<file path="config.mk">
export PLATFORM = sky130hd
export DESIGN_NAME = oc_override_timer
export DESIGN_NICKNAME = d
export VERILOG_FILES = /design/src/rtl/oct_pkg.sv /design/src/rtl/oct_counter.sv /design/src/rtl/oct_regs.sv /design/src/rtl/oct_pin_logic.sv /design/src/rtl/oc_override_timer.sv
export SDC_FILE = /design/constraint.sdc
export NUM_CORES = 1
export LEC_CHECK = 0
export ABC_CLOCK_PERIOD_IN_PS = 2600
export CORE_UTILIZATION = 60
export DETAILED_ROUTE_END_ITERATION = 6
export PLACE_DENSITY = 0.8
export SYNTH_ARGS = -nofsm -noshare
export SYNTH_HDL_FRONTEND = slang
export SYNTH_SLANG_ARGS = --single-unit
</file>
<file path="constraint.sdc">
create_clock -name clk -period 2.6 [get_ports clk]
set_clock_uncertainty 0.2 [all_clocks]
set_input_delay 0.26 -clock clk [delete_from_list [all_inputs] [get_ports clk]]
set_output_delay 0.26 -clock clk [all_outputs]
set_load 0.02 [all_outputs]
</file>
<file path="src/rtl/oct_pkg.sv">
// Package: shared constants, register addresses and the action encoding
// for the master-channel output compare slice.
package oct_pkg;
    localparam int CNT_W  = 16;
    localparam int N_CH   = 4;
    localparam int ADDR_W = 5;

    typedef enum logic [1:0] {
        ACT_NONE   = 2'b00,
        ACT_TOGGLE = 2'b01,
        ACT_CLEAR  = 2'b10,
        ACT_SET    = 2'b11
    } act_e;

    localparam logic [ADDR_W-1:0] A_MASK = 5'h00;
    localparam logic [ADDR_W-1:0] A_DATA = 5'h01;
    localparam logic [ADDR_W-1:0] A_SEL  = 5'h02;
    localparam logic [ADDR_W-1:0] A_ACT  = 5'h03;
    localparam logic [ADDR_W-1:0] A_CNTH = 5'h04;
    localparam logic [ADDR_W-1:0] A_CNTL = 5'h05;
    localparam logic [ADDR_W-1:0] A_CMP0 = 5'h08;
endpackage

</file>
<file path="src/rtl/oct_counter.sv">
// Module: oct_counter
// Free-running up counter with a synchronous active-low reset.
// Assumes: no load path; the counter wraps naturally at 2**W.
module oct_counter #(
    parameter int W = 16
) (
    input  logic         clk,
    input  logic         rst_n,
    output logic [W-1:0] cnt
);
    // Advance the count every clock, clear on reset.
    always_ff @(posedge clk) begin
        if (!rst_n) cnt <= '0;
        else        cnt <= cnt + 1'b1;
    end


    cnt_step_chk: assert property (@(posedge clk) disable iff (!rst_n)
        $past(rst_n) |-> cnt == W'($past(cnt) + 1'b1));
endmodule

</file>
<file path="src/rtl/oct_regs.sv">
// Module: oct_regs
// Byte-wide register file: override mask/data, select, actions and
// compare values, plus the combinational read mux including the counter.
// Assumes: CNT_W is twice the byte width, and N_CH <= 4 so that the
// per-channel fields fit in one byte.
module oct_regs
    import oct_pkg::*;
#(
    parameter int N_CH_P = N_CH,
    parameter int CW     = CNT_W,
    parameter int AW     = ADDR_W
) (
    input  logic                         clk,
    input  logic                         rst_n,
    input  logic                         we,
    input  logic [AW-1:0]                addr,
    input  logic [7:0]                   wdata,
    input  logic [CW-1:0]                cnt,
    output logic [7:0]                   rdata,
    output logic [N_CH_P-1:0]            mask,
    output logic [N_CH_P-1:0]            data,
    output logic [N_CH_P-1:0]            sel,
    output logic [2*(N_CH_P-1)-1:0]      act_bits,
    output logic [N_CH_P-1:0][CW-1:0]    cmp
);
    localparam int HALF = CW / 2;
    localparam int FLD  = 8 - N_CH_P;
    localparam int ACTW = 2 * (N_CH_P - 1);

    // Update the control registers on a write to their address.
    always_ff @(posedge clk) begin
        if (!rst_n) begin
            mask     <= '0;
            data     <= '0;
            sel      <= '0;
            act_bits <= '0;
        end else if (we) begin
            if (addr == A_MASK) mask     <= wdata[FLD +: N_CH_P];
            if (addr == A_DATA) data     <= wdata[FLD +: N_CH_P];
            if (addr == A_SEL)  sel      <= wdata[FLD +: N_CH_P];
            if (addr == A_ACT)  act_bits <= wdata[ACTW-1:0];
        end
    end

    // One high/low byte pair per channel compare value.
    for (genvar k = 0; k < N_CH_P; k++) begin : g_cmp
        // Load the addressed byte of this channel's compare value.
        always_ff @(posedge clk) begin
            if (!rst_n) begin
                cmp[k] <= '0;
            end else if (we) begin
                if (int'(addr) == int'(A_CMP0) + 2*k)     cmp[k][CW-1:HALF] <= wdata;
                if (int'(addr) == int'(A_CMP0) + 2*k + 1) cmp[k][HALF-1:0]  <= wdata;
            end
        end
    end

    // Select the addressed register onto the read bus; unmapped reads zero.
    always_comb begin
        rdata = '0;
        if (addr == A_MASK) rdata[FLD +: N_CH_P] = mask;
        if (addr == A_DATA) rdata[FLD +: N_CH_P] = data;
        if (addr == A_SEL)  rdata[FLD +: N_CH_P] = sel;
        if (addr == A_ACT)  rdata[ACTW-1:0]      = act_bits;
        if (addr == A_CNTH) rdata = cnt[CW-1:HALF];
        if (addr == A_CNTL) rdata = cnt[HALF-1:0];
        for (int k = 0; k < N_CH_P; k++) begin
            if (int'(addr) == int'(A_CMP0) + 2*k)     rdata = cmp[k][CW-1:HALF];
            if (int'(addr) == int'(A_CMP0) + 2*k + 1) rdata = cmp[k][HALF-1:0];
        end
    end


    mask_wr_chk: assert property (@(posedge clk) disable iff (!rst_n)
        (we && addr == A_MASK) |=> mask == $past(wdata[FLD +: N_CH_P]));


    low_zero_chk: assert property (@(posedge clk) disable iff (!rst_n)
        (addr == A_MASK || addr == A_DATA) |-> rdata[FLD-1:0] == '0);
endmodule

</file>
<file path="src/rtl/oct_pin_logic.sv">
// Module: oct_pin_logic
// Compare matching, per-pin next-value selection with master override,
// pin registers and output enables.
// Assumes: the top channel (index N_CH_P-1) is the master; the others
// each own a 2-bit action field in act_bits.
module oct_pin_logic
    import oct_pkg::*;
#(
    parameter int N_CH_P = N_CH,
    parameter int CW     = CNT_W
) (
    input  logic                       clk,
    input  logic                       rst_n,
    input  logic [CW-1:0]              cnt,
    input  logic [N_CH_P-1:0][CW-1:0]  cmp,
    input  logic [N_CH_P-1:0]          sel,
    input  logic [N_CH_P-1:0]          mask,
    input  logic [N_CH_P-1:0]          data,
    input  logic [2*(N_CH_P-1)-1:0]    act_bits,
    output logic [N_CH_P-1:0]          pin_out,
    output logic [N_CH_P-1:0]          pin_oe
);
    localparam int MST = N_CH_P - 1;

    logic [N_CH_P-1:0] hit;
    logic [N_CH_P-1:0] nxt;
    logic              m_fire;

    assign m_fire = hit[MST];

    for (genvar k = 0; k < N_CH_P; k++) begin : g_ch
        // Channel match: selected and the count equals the compare value.
        assign hit[k] = sel[k] && (cnt == cmp[k]);

        if (k == MST) begin : g_master
            // Master pin changes only through its own mask/data pair.
            always_comb begin
                nxt[k] = pin_out[k];
                if (m_fire && mask[k]) nxt[k] = data[k];
            end
            assign pin_oe[k] = sel[k] && mask[k];
        end else begin : g_slave
            act_e act;
            assign act = act_e'(act_bits[2*k +: 2]);

            // Override first, then this channel's own action, else hold.
            always_comb begin
                nxt[k] = pin_out[k];
                if (m_fire && mask[k]) begin
                    nxt[k] = data[k];
                end else if (hit[k]) begin
                    case (act)
                        ACT_TOGGLE: nxt[k] = ~pin_out[k];
                        ACT_CLEAR:  nxt[k] = 1'b0;
                        ACT_SET:    nxt[k] = 1'b1;
                        default:    nxt[k] = pin_out[k];
                    endcase
                end
            end
            assign pin_oe[k] = sel[k] && (mask[k] || act != ACT_NONE);


            own_set_chk: assert property (@(posedge clk) disable iff (!rst_n)
                (hit[k] && !(m_fire && mask[k]) && act == ACT_SET) |=> pin_out[k]);
        end


        override_win_chk: assert property (@(posedge clk) disable iff (!rst_n)
            (m_fire && mask[k]) |=> pin_out[k] == $past(data[k]));


        pin_hold_chk: assert property (@(posedge clk) disable iff (!rst_n)
            (!(m_fire && mask[k]) && !hit[k]) |=> pin_out[k] == $past(pin_out[k]));
    end

    // Register the pin values.
    always_ff @(posedge clk) begin
        if (!rst_n) pin_out <= '0;
        else        pin_out <= nxt;
    end
endmodule

</file>
<file path="src/rtl/oc_override_timer.sv">
// Module: oc_override_timer (top)
// Four-channel output compare slice in which the master channel's match
// forces masked pins to preset data values.
// Assumes: a single clock domain; register reads are combinational.
module oc_override_timer
    import oct_pkg::*;
#(
    parameter int N_CH_P = N_CH,
    parameter int CW     = CNT_W,
    parameter int AW     = ADDR_W
) (
    input  logic              clk,
    input  logic              rst_n,
    input  logic              reg_we,
    input  logic [AW-1:0]     reg_addr,
    input  logic [7:0]        reg_wdata,
    output logic [7:0]        reg_rdata,
    output logic [N_CH_P-1:0] pin_out,
    output logic [N_CH_P-1:0] pin_oe
);
    logic [CW-1:0]             cnt;
    logic [N_CH_P-1:0]         mask;
    logic [N_CH_P-1:0]         data;
    logic [N_CH_P-1:0]         sel;
    logic [2*(N_CH_P-1)-1:0]   act_bits;
    logic [N_CH_P-1:0][CW-1:0] cmp;

    oct_counter #(.W(CW)) u_cnt (
        .clk   (clk),
        .rst_n (rst_n),
        .cnt   (cnt)
    );

    oct_regs #(.N_CH_P(N_CH_P), .CW(CW), .AW(AW)) u_regs (
        .clk      (clk),
        .rst_n    (rst_n),
        .we       (reg_we),
        .addr     (reg_addr),
        .wdata    (reg_wdata),
        .cnt      (cnt),
        .rdata    (reg_rdata),
        .mask     (mask),
        .data     (data),
        .sel      (sel),
        .act_bits (act_bits),
        .cmp      (cmp)
    );

    oct_pin_logic #(.N_CH_P(N_CH_P), .CW(CW)) u_pins (
        .clk      (clk),
        .rst_n    (rst_n),
        .cnt      (cnt),
        .cmp      (cmp),
        .sel      (sel),
        .mask     (mask),
        .data     (data),
        .act_bits (act_bits),
        .pin_out  (pin_out),
        .pin_oe   (pin_oe)
    );


    cnt_wr_ignored_chk: assert property (@(posedge clk) disable iff (!rst_n)
        ($past(rst_n) && reg_we && (reg_addr == A_CNTH || reg_addr == A_CNTL))
        |=> cnt == CW'($past(cnt) + 1'b1));
endmodule

</file>
-- After elaboration in Yosys (flattened, before gate mapping)
Index checks and enable logic that the tools add are counted.
- equality and inequality tests: 26
- reductions and logical operators: 40
- mux-type cells: 23
- bitwise gates (word level): 3
- $add $sub $neg: 1
- operator list (operator ; count):
    2-to-1 mux 8 bit ; 10
    == test 16 bit ; 4
    == test 5 bit (second input constant) ; 8
    AND reduction 2 bit ; 15
    adder 16 x 1 -> 16 bit (second input constant) ; 1
    == test 2 bit (second input constant) ; 6
    logical AND 1 bit ; 12
    2-to-1 mux 4 bit ; 3
    nonzero test 2 bit ; 6
    nonzero test 4 bit ; 3
    == test 5 x 2 -> 1 bit (second input constant) ; 2
    == test 5 x 3 -> 1 bit (second input constant) ; 2
    one-hot mux 1 bit (3 select lines) ; 3
    == test 2 x 1 -> 1 bit (second input constant) ; 3
    2-to-1 mux 1 bit ; 6
    2-to-1 mux 6 bit ; 1
    == test 5 x 1 -> 1 bit (second input constant) ; 1
    zero test 5 bit ; 1
    logical OR 1 bit ; 3
    inverter 1 bit ; 3
- output and inout bits: 16
- word-level logic and storage cells: 110
- bits in registers: 102
- bits of input ports: 16

-- Logic depth before layout (Yosys ltp)
Gate-level depths: netlist (run 1).
- depth in word-level cells: 15
- gate-level depth with buffers: 8
- gate-level depth less buffers: 6

-- Modules after synthesis
Synthesis (run 1) repeated with hierarchy kept, for this count alone.
- cell total of the unflattened synthesis: 706
- area, all modules: 6153.4 µm²
- by module, submodules not included (module ; times used ; seq. area each (µm²) ; area each (µm²) ; cells each):
    oct_regs ; 1 ; 1641.6 ; 4310.4 ; 488
    oct_pin_logic ; 1 ; 80.1 ; 1113.6 ; 136
    oct_counter ; 1 ; 320.3 ; 729.4 ; 82

-- Worst setup path after synthesis (run 1)
OpenSTA, ideal clock, no wires.
- path type: input to output
- start: input reg_addr[3]
- end: output reg_rdata[2]
- stages: 7
- data arrival time: 1.749 ns
- path buffers: 3
- setup slack: 0.391 ns
- data required time: 2.140 ns
- path through: buf_2 nor4bb_1 and2_1 clkbuf_1 buf_2 nand2_1 a32oi_1
- word-level cells in the longest chain between the ends: 12
- elaborated cells on any way between the ends: 22
- those cells by class: 11 x eq/ne; 11 x mux
- ends and longest elaborated chain (item ; RTL line ; RTL):
    start, declared ; oc_override_timer.sv:15 ; input logic [AW-1:0] reg_addr,
    == test 5 x 2 -> 1 bit ; oct_regs.sv:64 ; if (addr == A_ACT) rdata[ACTW-1:0] = act_bits;
    2-to-1 mux 6 bit ; oct_regs.sv:64 ;
    2-to-1 mux 8 bit ; oct_regs.sv:65 ; if (addr == A_CNTH) rdata = cnt[CW-1:HALF];
    2-to-1 mux 8 bit ; oct_regs.sv:66 ; if (addr == A_CNTL) rdata = cnt[HALF-1:0];
    2-to-1 mux 8 bit ; oct_regs.sv:68 ; if (int'(addr) == int'(A_CMP0) + 2*k) rdata = cmp[k][CW-1:HALF];
    2-to-1 mux 8 bit ; oct_regs.sv:69 ; if (int'(addr) == int'(A_CMP0) + 2*k + 1) rdata = cmp[k][HALF-1:0];
    2-to-1 mux 8 bit ; oct_regs.sv:68 ;
    2-to-1 mux 8 bit ; oct_regs.sv:69 ;
    2-to-1 mux 8 bit ; oct_regs.sv:68 ;
    2-to-1 mux 8 bit ; oct_regs.sv:69 ;
    2-to-1 mux 8 bit ; oct_regs.sv:68 ;
    2-to-1 mux 8 bit (*) ; oct_regs.sv:69 ;
    end, declared ; oc_override_timer.sv:17 ; output logic [7:0] reg_rdata,
Mark *: on every way between the ends. The rest lies on a longest branch, timed or not.

-- Worst setup path in the final report (run 1)
- start: input reg_addr[4]
- end: output reg_rdata[1]
Same word-level chain as after synthesis.

==> reports/qor_table.md, run 1 <==
| Parameter | Reported |
|---|---|
| Result of the run | complete, no violations |
| Avg WL per Cell | 23.0 um |
| DP Worst Slack | -811 ps |
| Final setup violation count | 0 |
| Min Clock Period, post-route | 2580 ps |
| Transition time of the tightest slew-check pin | 821 ps |
| Post-synthesis instance area | 6120 um^2 |
| Multi-input combinational cell area | 3860 um^2 |
| Max-slew headroom at the worst pin | 45.1% |
| Initial antenna violation count | 0 |
| Total wire length | 21.2 mm |
| Final cell count without fillers | 924 |
| Number of iterations in the first detailed-routing pass | 5 |
| Worst Slack Setup Final | 16.2 ps |
| Area enclosed by the die boundary | 10600 um^2 |
| Clock latency on the worst-skew pair | 400 ps |
| Clock root buffer | clkbuf_8 |
| Sequential cell area | 2040 um^2 |
| Leading cell types in the layout, fill and taps excluded | 105 x buf_4, 101 x dfxtp_1, 81 x mux2i_1 |
| Most instantiated flip-flop cell in the synthesis netlist | dfxtp_1 |
| Routed vias | 5767 |
| Startpoint type of the worst setup path | primary input |
| Synth Area per Inst | 8.78 um^2 |
| Final weighted congestion in routability-driven placement | 0.985 |
| Core region area | 9820 um^2 |
| Max Fanout on Critical Path | 7 |
| Highest metal layer used by the detailed router | met4 |
| Most common cell after layout, fill and taps aside | buf_4 |
| Initial Util | 62.3% |
| Clock net sink count | 102 |
| Kind of path behind the tightest hold check | in -> reg |
| TritonCTS clock tree | built |
| Endpoint type of the worst setup path | output pin |
| Number of nets in the finished design | 806 |
| Number of placed instances, taps included | 907 |
| Total negative slack | 0 ps |
| Worst hold-check slack | 252 ps |
| Total leakage power | 3.04 nW |
| Critical path class | in -> out |
| Cells along the critical path | clkdlybuf4s50_1 -> buf_6 -> nor4bb_4 -> buf_4 -> and2_4 -> buf_4 -> nand2_1 -> a32oi_2 -> buf_4 |
| Number of buffers added by the clock tree synthesis step | 9 |
| CTS H-tree lvls | 3 |
| Max Fclk | 0.387 GHz |
| Share of synthesized flip-flops with an asynchronous set or reset | 0% |
| DR vias/cell | 6.24 |
| Worst IR Drop VDD | 493 uV |
| Number of global-route vias before repair | 5709 |
| Routed length on met3 | 1.88 mm |
| Number of port buffers | 31 |
| CTS Buffer Depth | 2 |
| Total buffers and inverters traversed by the critical path | 5 |
| Slowest CP cell | clkdlybuf4s50_1 |
| Maximum Capacitance Violations | 0 |
| GR Overflow Total | 0 |
| Worst Path Required | 2140 ps |
| CP dominant cell by count | buf_4 |
| Number of antenna diodes | 0 |
| Area growth, synth to finish | 21.5% |
| CP peak stage delay | 410 ps |
| Clock-pin slew on the worst setup and hold paths | 100 ps |
| Post-synth net total | 716 |
| Die W | 103 um |
| Critical path data arrival time | 2120 ps |
| Register bit count reported by yosys | 102 |
| Synth unique cells | 64 |
| Final instance area | 7440 um^2 |
| Final Slew Violations | 0 |
| Number of filler instances in the final layout | 761 |
| Post-synth EDFFs | 0 |
| Final count of hold timing violations | 0 |
| Ratio of final minimum period to clock period | 99.4% |
| Num ports | 32 |
| Setup repair after global routing missed its margin | no |
| Power density over cell area | 411 nW/um^2 |
| Share of synthesized area occupied by flip-flops and latches | 33.4% |
| First DRT Iteration DRCs | 458 |
| Total DRC errors in the routed layout | 0 |
| Met2 WL post-DR | 9.42 mm |
| Aggregate global-route resource usage | 42.1% |
| Sum of routed wire segments on met1 | 8.49 mm |
| Cell family with most CP delay | buffers and inverters |
| Maximum number of pins on one net before global-route repair | 59 |
| Gate Count Post-Synth | 697 |
| Chip Height | 103 um |
| Layout cells sized above 1 | 20.7% |
| Detailed-placement wirelength estimate | 15.9 mm |
| Cell area reported after detailed placement | 7190 um^2 |
| Synthesis Warnings | 0 |
| CTS hold repair buffers | 0 |
| Post-route antenna net violation count | 0 |
| Rows | 36 |
| First-pass GRT wire length | 32.0 mm |
state kept, by name, indices dropped and copies added, names as in the netlist:
| signal | count |
|---|---|
| u_regs.data | 4 |
| u_regs.sel | 4 |
| u_regs.mask | 4 |
| u_regs.cmp | 64 |
| u_cnt.cnt | 16 |
| u_regs.act_bits | 6 |
| u_pins.pin_out | 4 |
metrics by stage:
| step | utilization [%] | power [W] |
|---|---|---|
| 6_report | 75.8 | 0.00306 |
| 5_1_grt | 75.8 | 0.00315 |
| 4_1_cts | 75.2 | 0.00305 |
| 3_5_place_dp | 73.2 | 0.00205 |
| 3_3_place_gp | 73.2 | 0.00204 |
| 2_1_floorplan | - | 0.00185 |
area by class of cell:
class / count / area share, %
multi-input cells: 527 / 51.9
flip-flops and latches: 102 / 27.5
repair buffers: 137 / 15.4
well taps: 133 / 2.24
clock buffers: 11 / 1.77
clock inverters: 4 / 0.757
inverters: 10 / 0.505
what timing repair did:
item | CTS | global route
setup endpoints to repair | 8 | 9
setup buffers | 1 | 1
gates resized for setup | 49 | 21
pin swaps | 2 | 11
cell usage after synthesis (3+ instances only):
master      n  area, um^2
a31oi_1     4        25.0
mux2_2      8        90.1
xnor2_1    48         420
nand3_1    29         145
o21bai_1    3        22.5
a21oi_1    22         110
dfxtp_1   102        2040
ha_1        3        37.5
a22o_1      3        26.3
nor4_1      9        56.3
a32oi_1     4        35.0
nor2_1     14        52.6
nand2_1    53         199
a22oi_1     6        45.0
xor2_1     30         263
nand2b_1    8        50.1
nand4_1    12        75.1
a21boi_0   15         113
clkbuf_1   35         131
nor3_1     14        70.1
nor2b_1    72         450
mux2i_1    81         811
inv_1       9        33.8
buf_2      19        95.1
buf_4       3        22.5
o221ai_1    3        26.3
and3_1      3        18.8
and2_1     19         119
o21ai_0    19        95.1
cells by family (layout without fill, tap and decap cells):
logic type	after synthesis	after routing	share of synthesized area (%)
xor gates and xnor gates	78	78	11.2
muxes	89	89	14.7
and+or+nand+nor	252	252	23.5
adders and majority gates	3	3	0.613
AOI/OAI and AO/OA	105	105	11.9
DFF	102	102	33.4
buffers and inverters	68	162	4.74
metal layers:
layer | up-vias | global-route usage [%]
met5 | - | 0
met4 | 0 | 28.2
met3 | 96 | 10.2
met2 | 304 | 65.8
met1 | 2768 | 51.6
li1 | 2599 | -
report_power, final:
| group | internal [W] | switching [W] |
|---|---|---|
| Sequential | 0.00157 | 0.0000159 |
| Combinational | 0.000191 | 0.000255 |
| Clock | 0.000450 | 0.000575 |
| Total | 0.00221 | 0.000846 |
path summary, 6_finish.rpt:
path,from,to,slack [ps],depth (start not counted)
max,reg_addr[4],reg_rdata[1],20,9
min,rst_n,u_regs.act_bits[2],250,2
max reg2reg,u_cnt.cnt[8],u_pins.pin_out[0],70,6
min reg2reg,u_pins.pin_out[3],u_pins.pin_out[3],300,2
worst register-to-register path, stage by stage, from the launching register on:
cell     delay [ps]
dfxtp_1         600
xor2_1          150
nor4_1          350
nand2_1         190
or4_4           620
o21ai_0         250
a21oi_1          60
Note: power is estimated with default switching activity, not from simulation.
==> run 2: changes to the inputs <==
--- a/config.mk
+++ b/config.mk
@@ -5,6 +5,7 @@
 export SDC_FILE = /design/constraint.sdc
 export NUM_CORES = 1
 export LEC_CHECK = 0
+export ABC_AREA = 1
 export ABC_CLOCK_PERIOD_IN_PS = 2600
 export CORE_UTILIZATION = 60
 export DETAILED_ROUTE_END_ITERATION = 6
==> reports/qor_table.md, run 2 <==
| Parameter | Reported |
|---|---|
| Area growth, synth to finish | 14.4% |
| Number of antenna diodes | 0 |
| Clock net sink count | 102 |
| Power density over cell area | 443 nW/um^2 |
| TritonCTS clock tree | built |
| Net switching component of the power | 0.000793 W |
| Worst Path Required | 2140 ps |
| CP peak stage delay | 270 ps |
| Initial antenna violation count | 0 |
| Critical path class | in -> out |
| Ratio of final minimum period to clock period | 95.3% |
| Post-route antenna net violation count | 0 |
| Chip Height | 99.4 um |
| CP dominant cell by count | buf_4 |
| Multi-input combinational cell area | 3090 um^2 |
| Clock root buffer | clkbuf_8 |
| Most common cell after layout, fill and taps aside | nand2_1 |
| Slowest CP cell | dlygate4sd2_1 |
| Leading cell types in the layout, fill and taps excluded | 142 x nand2_1, 123 x nor2_1, 102 x dfxtp_1 |
| Startpoint type of the worst setup path | primary input |
| CTS hold repair buffers | 0 |
| Maximum number of pins on one net before global-route repair | 85 |
| CTS H-tree lvls | 3 |
| Final count of hold timing violations | 0 |
| Max Fclk | 0.403 GHz |
| Number of nets in the finished design | 930 |
| Top reg by flops | u_regs.cmp |
| DR vias/cell | 6.29 |
| Total leakage power | 2.63 nW |
| DP Worst Slack | -444 ps |
| First-pass GRT wire length | 33.3 mm |
| Share of synthesized area occupied by flip-flops and latches | 35.9% |
| Number of filler instances in the final layout | 808 |
| Core region area | 9200 um^2 |
| Result of the run | complete, no violations |
| Most common cell in the netlist | nand2_1 |
| Gate Count Post-Synth | 857 |
| Register bit count reported by yosys | 102 |
| Clock power share | 33.6% |
| Min Clock Period, post-route | 2480 ps |
| Aggregate global-route resource usage | 45.2% |
| Worst IR Drop VDD | 403 uV |
| Detailed-placement wirelength estimate | 15.6 mm |
| Endpoint type of the worst setup path | output pin |
| Synth unique cells | 39 |
| Rows | 35 |
| Final Slew Violations | 0 |
| Total wire length | 21.7 mm |
| Routed vias | 6456 |
| Sequential group share of total power | 55.7% |
| Synthesis Warnings | 0 |
| Post-synth top area share | 35.9% |
| Cells along the critical path | dlygate4sd2_1 -> buf_4 -> nor3_2 -> inv_2 -> nor2_4 -> buf_4 -> a21oi_1 -> nand3_1 -> o21ai_0 -> nand4_1 -> buf_2 |
| Hold path cells | 2 |
| Clock latency on the worst-skew pair | 380 ps |
| Kind of path behind the tightest hold check | reg -> reg |
| Post-synth net total | 876 |
| Cell count of the worst reg-to-reg path | 8 |
| Number of global-route vias before repair | 6132 |
| Maximum Capacitance Violations | 0 |
| Num ports | 32 |
| First DRT Iteration DRCs | 785 |
| Initial Util | 61.9% |
| Area enclosed by the die boundary | 9880 um^2 |
| Largest registers | u_regs.cmp: 64 flops, u_cnt.cnt: 16 flops, u_regs.act_bits: 6 flops |
| Post-synthesis instance area | 5690 um^2 |
| Total buffers and inverters traversed by the critical path | 5 |
| Crit path depth | 11 |
| Cell taking the most area after synthesis | dfxtp_1 |
| Worst Slack Setup Final | 121 ps |
| Critical path data arrival time | 2020 ps |
| Final setup violation count | 0 |
| Most instantiated cells after synthesis | 144 x nand2_1, 129 x nor2_1, 102 x dfxtp_1, 89 x o21ai_0, 88 x inv_1 |
| Number of buffers added by the clock tree synthesis step | 9 |
| CTS Buffer Depth | 2 |
| Number of iterations in the first detailed-routing pass | 5 |
| Final weighted congestion in routability-driven placement | 1.08 |
| Avg WL per Cell | 21.1 um |
| Leading post-synthesis cells by cell area | dfxtp_1 36%, nand2_1 9.5%, nor2_1 8.5% |
| Sequential cell area | 2040 um^2 |
| Clock-pin slew on the worst setup and hold paths | 100 ps |
| Synth Area per Inst | 6.64 um^2 |
| Overall power after layout | 0.00288 W |
| Int Power | 0.00209 W |
| Number of flip-flops in the largest register | 64 |
| Number of port buffers | 31 |
| Proportion of power drawn by combinational gates | 10.7% |
| Max Fanout on Critical Path | 7 |
| Die W | 99.4 um |
| Transition time of the tightest slew-check pin | 806 ps |
| GR Overflow Total | 0 |
| Max-slew headroom at the worst pin | 46.1% |
| Switching share of power | 27.5% |
| Post-synth EDFFs | 0 |
| Layout cells sized above 1 | 13.1% |
| Most instantiated flip-flop cell in the synthesis netlist | dfxtp_1 |
| Share of synthesized flip-flops with an asynchronous set or reset | 0% |
| Total DRC errors in the routed layout | 0 |
| Setup repair after global routing missed its margin | no |
| Cell family with most CP delay | buffers and inverters |
## run 2: cell count changes in the layout (fill, tap and decap cells not counted), sizes merged, moves of 13 or more
cell / delta
nor2: +123
nand2: +91
inv: +87
mux2i: -81
o21ai: +74
nor2b: -72
a21oi: +62
buf: -57
xnor2: -36
and2: -20
o22ai: +19
nand3: +17
a21boi: -16
xor2: -13
## run 2: metal layers
layer / global-route usage, % / routed length (um) / vias to the layer above
met4: 34.6 / 1850 / 0
li1: - / - / 2926
met1: 57.0 / 7930 / 2900
met2: 68.5 / 9140 / 490
met5: 0 / 0 / -
met3: 8.71 / 2750 / 140
## run 2: tightest hold or removal path, cell delays in order, from the launching register on
cell and delay [ps]:
dfxtp_1 330, inv_1 70, a21oi_1 50
## run 2: metrics by stage
step | util [%] | cell area [um^2] | TNS (ps) | hold slack (ps) | std cells
6_report | 70.8 | 6510 | 0 | 291 | 1027
5_1_grt | 70.8 | 6510 | 0 | 296 | 1027
2_1_floorplan | - | 5690 | 0 | 226 | 857
3_5_place_dp | 68.7 | 6310 | -3180 | 274 | 1010
4_1_cts | 70.8 | 6510 | 0 | 284 | 1027
3_3_place_gp | 68.7 | 6310 | -3130 | 273 | 1010
## run 2: final cells by class
class / count / share of cell area, %
multi-input cells: 614 / 47.5
clock buffers: 14 / 2.50
well taps: 111 / 2.13
inverters: 100 / 5.80
clock inverters: 2 / 0.250
flip-flops and latches: 102 / 31.4
repair buffers: 84 / 10.5
## run 2: power groups by stage
stage | Sequential [W] | Combinational [W] | Clock (W)
3_3_place_gp | 0.00164 | 0.000288 | 0
3_5_place_dp | 0.00164 | 0.000293 | 0
2_1_floorplan | 0.00163 | 0.000172 | 0
6_report | 0.00160 | 0.000310 | 0.000967
5_1_grt | 0.00161 | 0.000329 | 0.00102
4_1_cts | 0.00160 | 0.000294 | 0.000958
## run 2: cell families after synthesis
| logic type | count (synthesis) | synth area share [%] |
|---|---|---|
| DFF | 102 | 35.9 |
| xor gates and xnor gates | 29 | 4.59 |
| and+or+nand+nor | 378 | 29.8 |
| AOI/OAI and AO/OA | 204 | 18.7 |
| buffers and inverters | 141 | 10.4 |
| adders and majority gates | 3 | 0.660 |
## run 2: what timing repair did
action,in CTS,in global routing
setup endpoints to repair,8,8
buffers inserted,1,0
cloned,0,0
resized for setup,45,5
pin swaps,6,0
## run 2: final timing paths
check | startpoint | endpoint | slack (ps)
worst max-delay path | reg_addr[4] | reg_rdata[1] | 120
worst min-delay path | u_regs.cmp[46] | u_regs.cmp[46] | 290
worst max register to register | u_cnt.cnt[5] | u_pins.pin_out[2] | 160
worst min register to register | u_regs.cmp[46] | u_regs.cmp[46] | 290
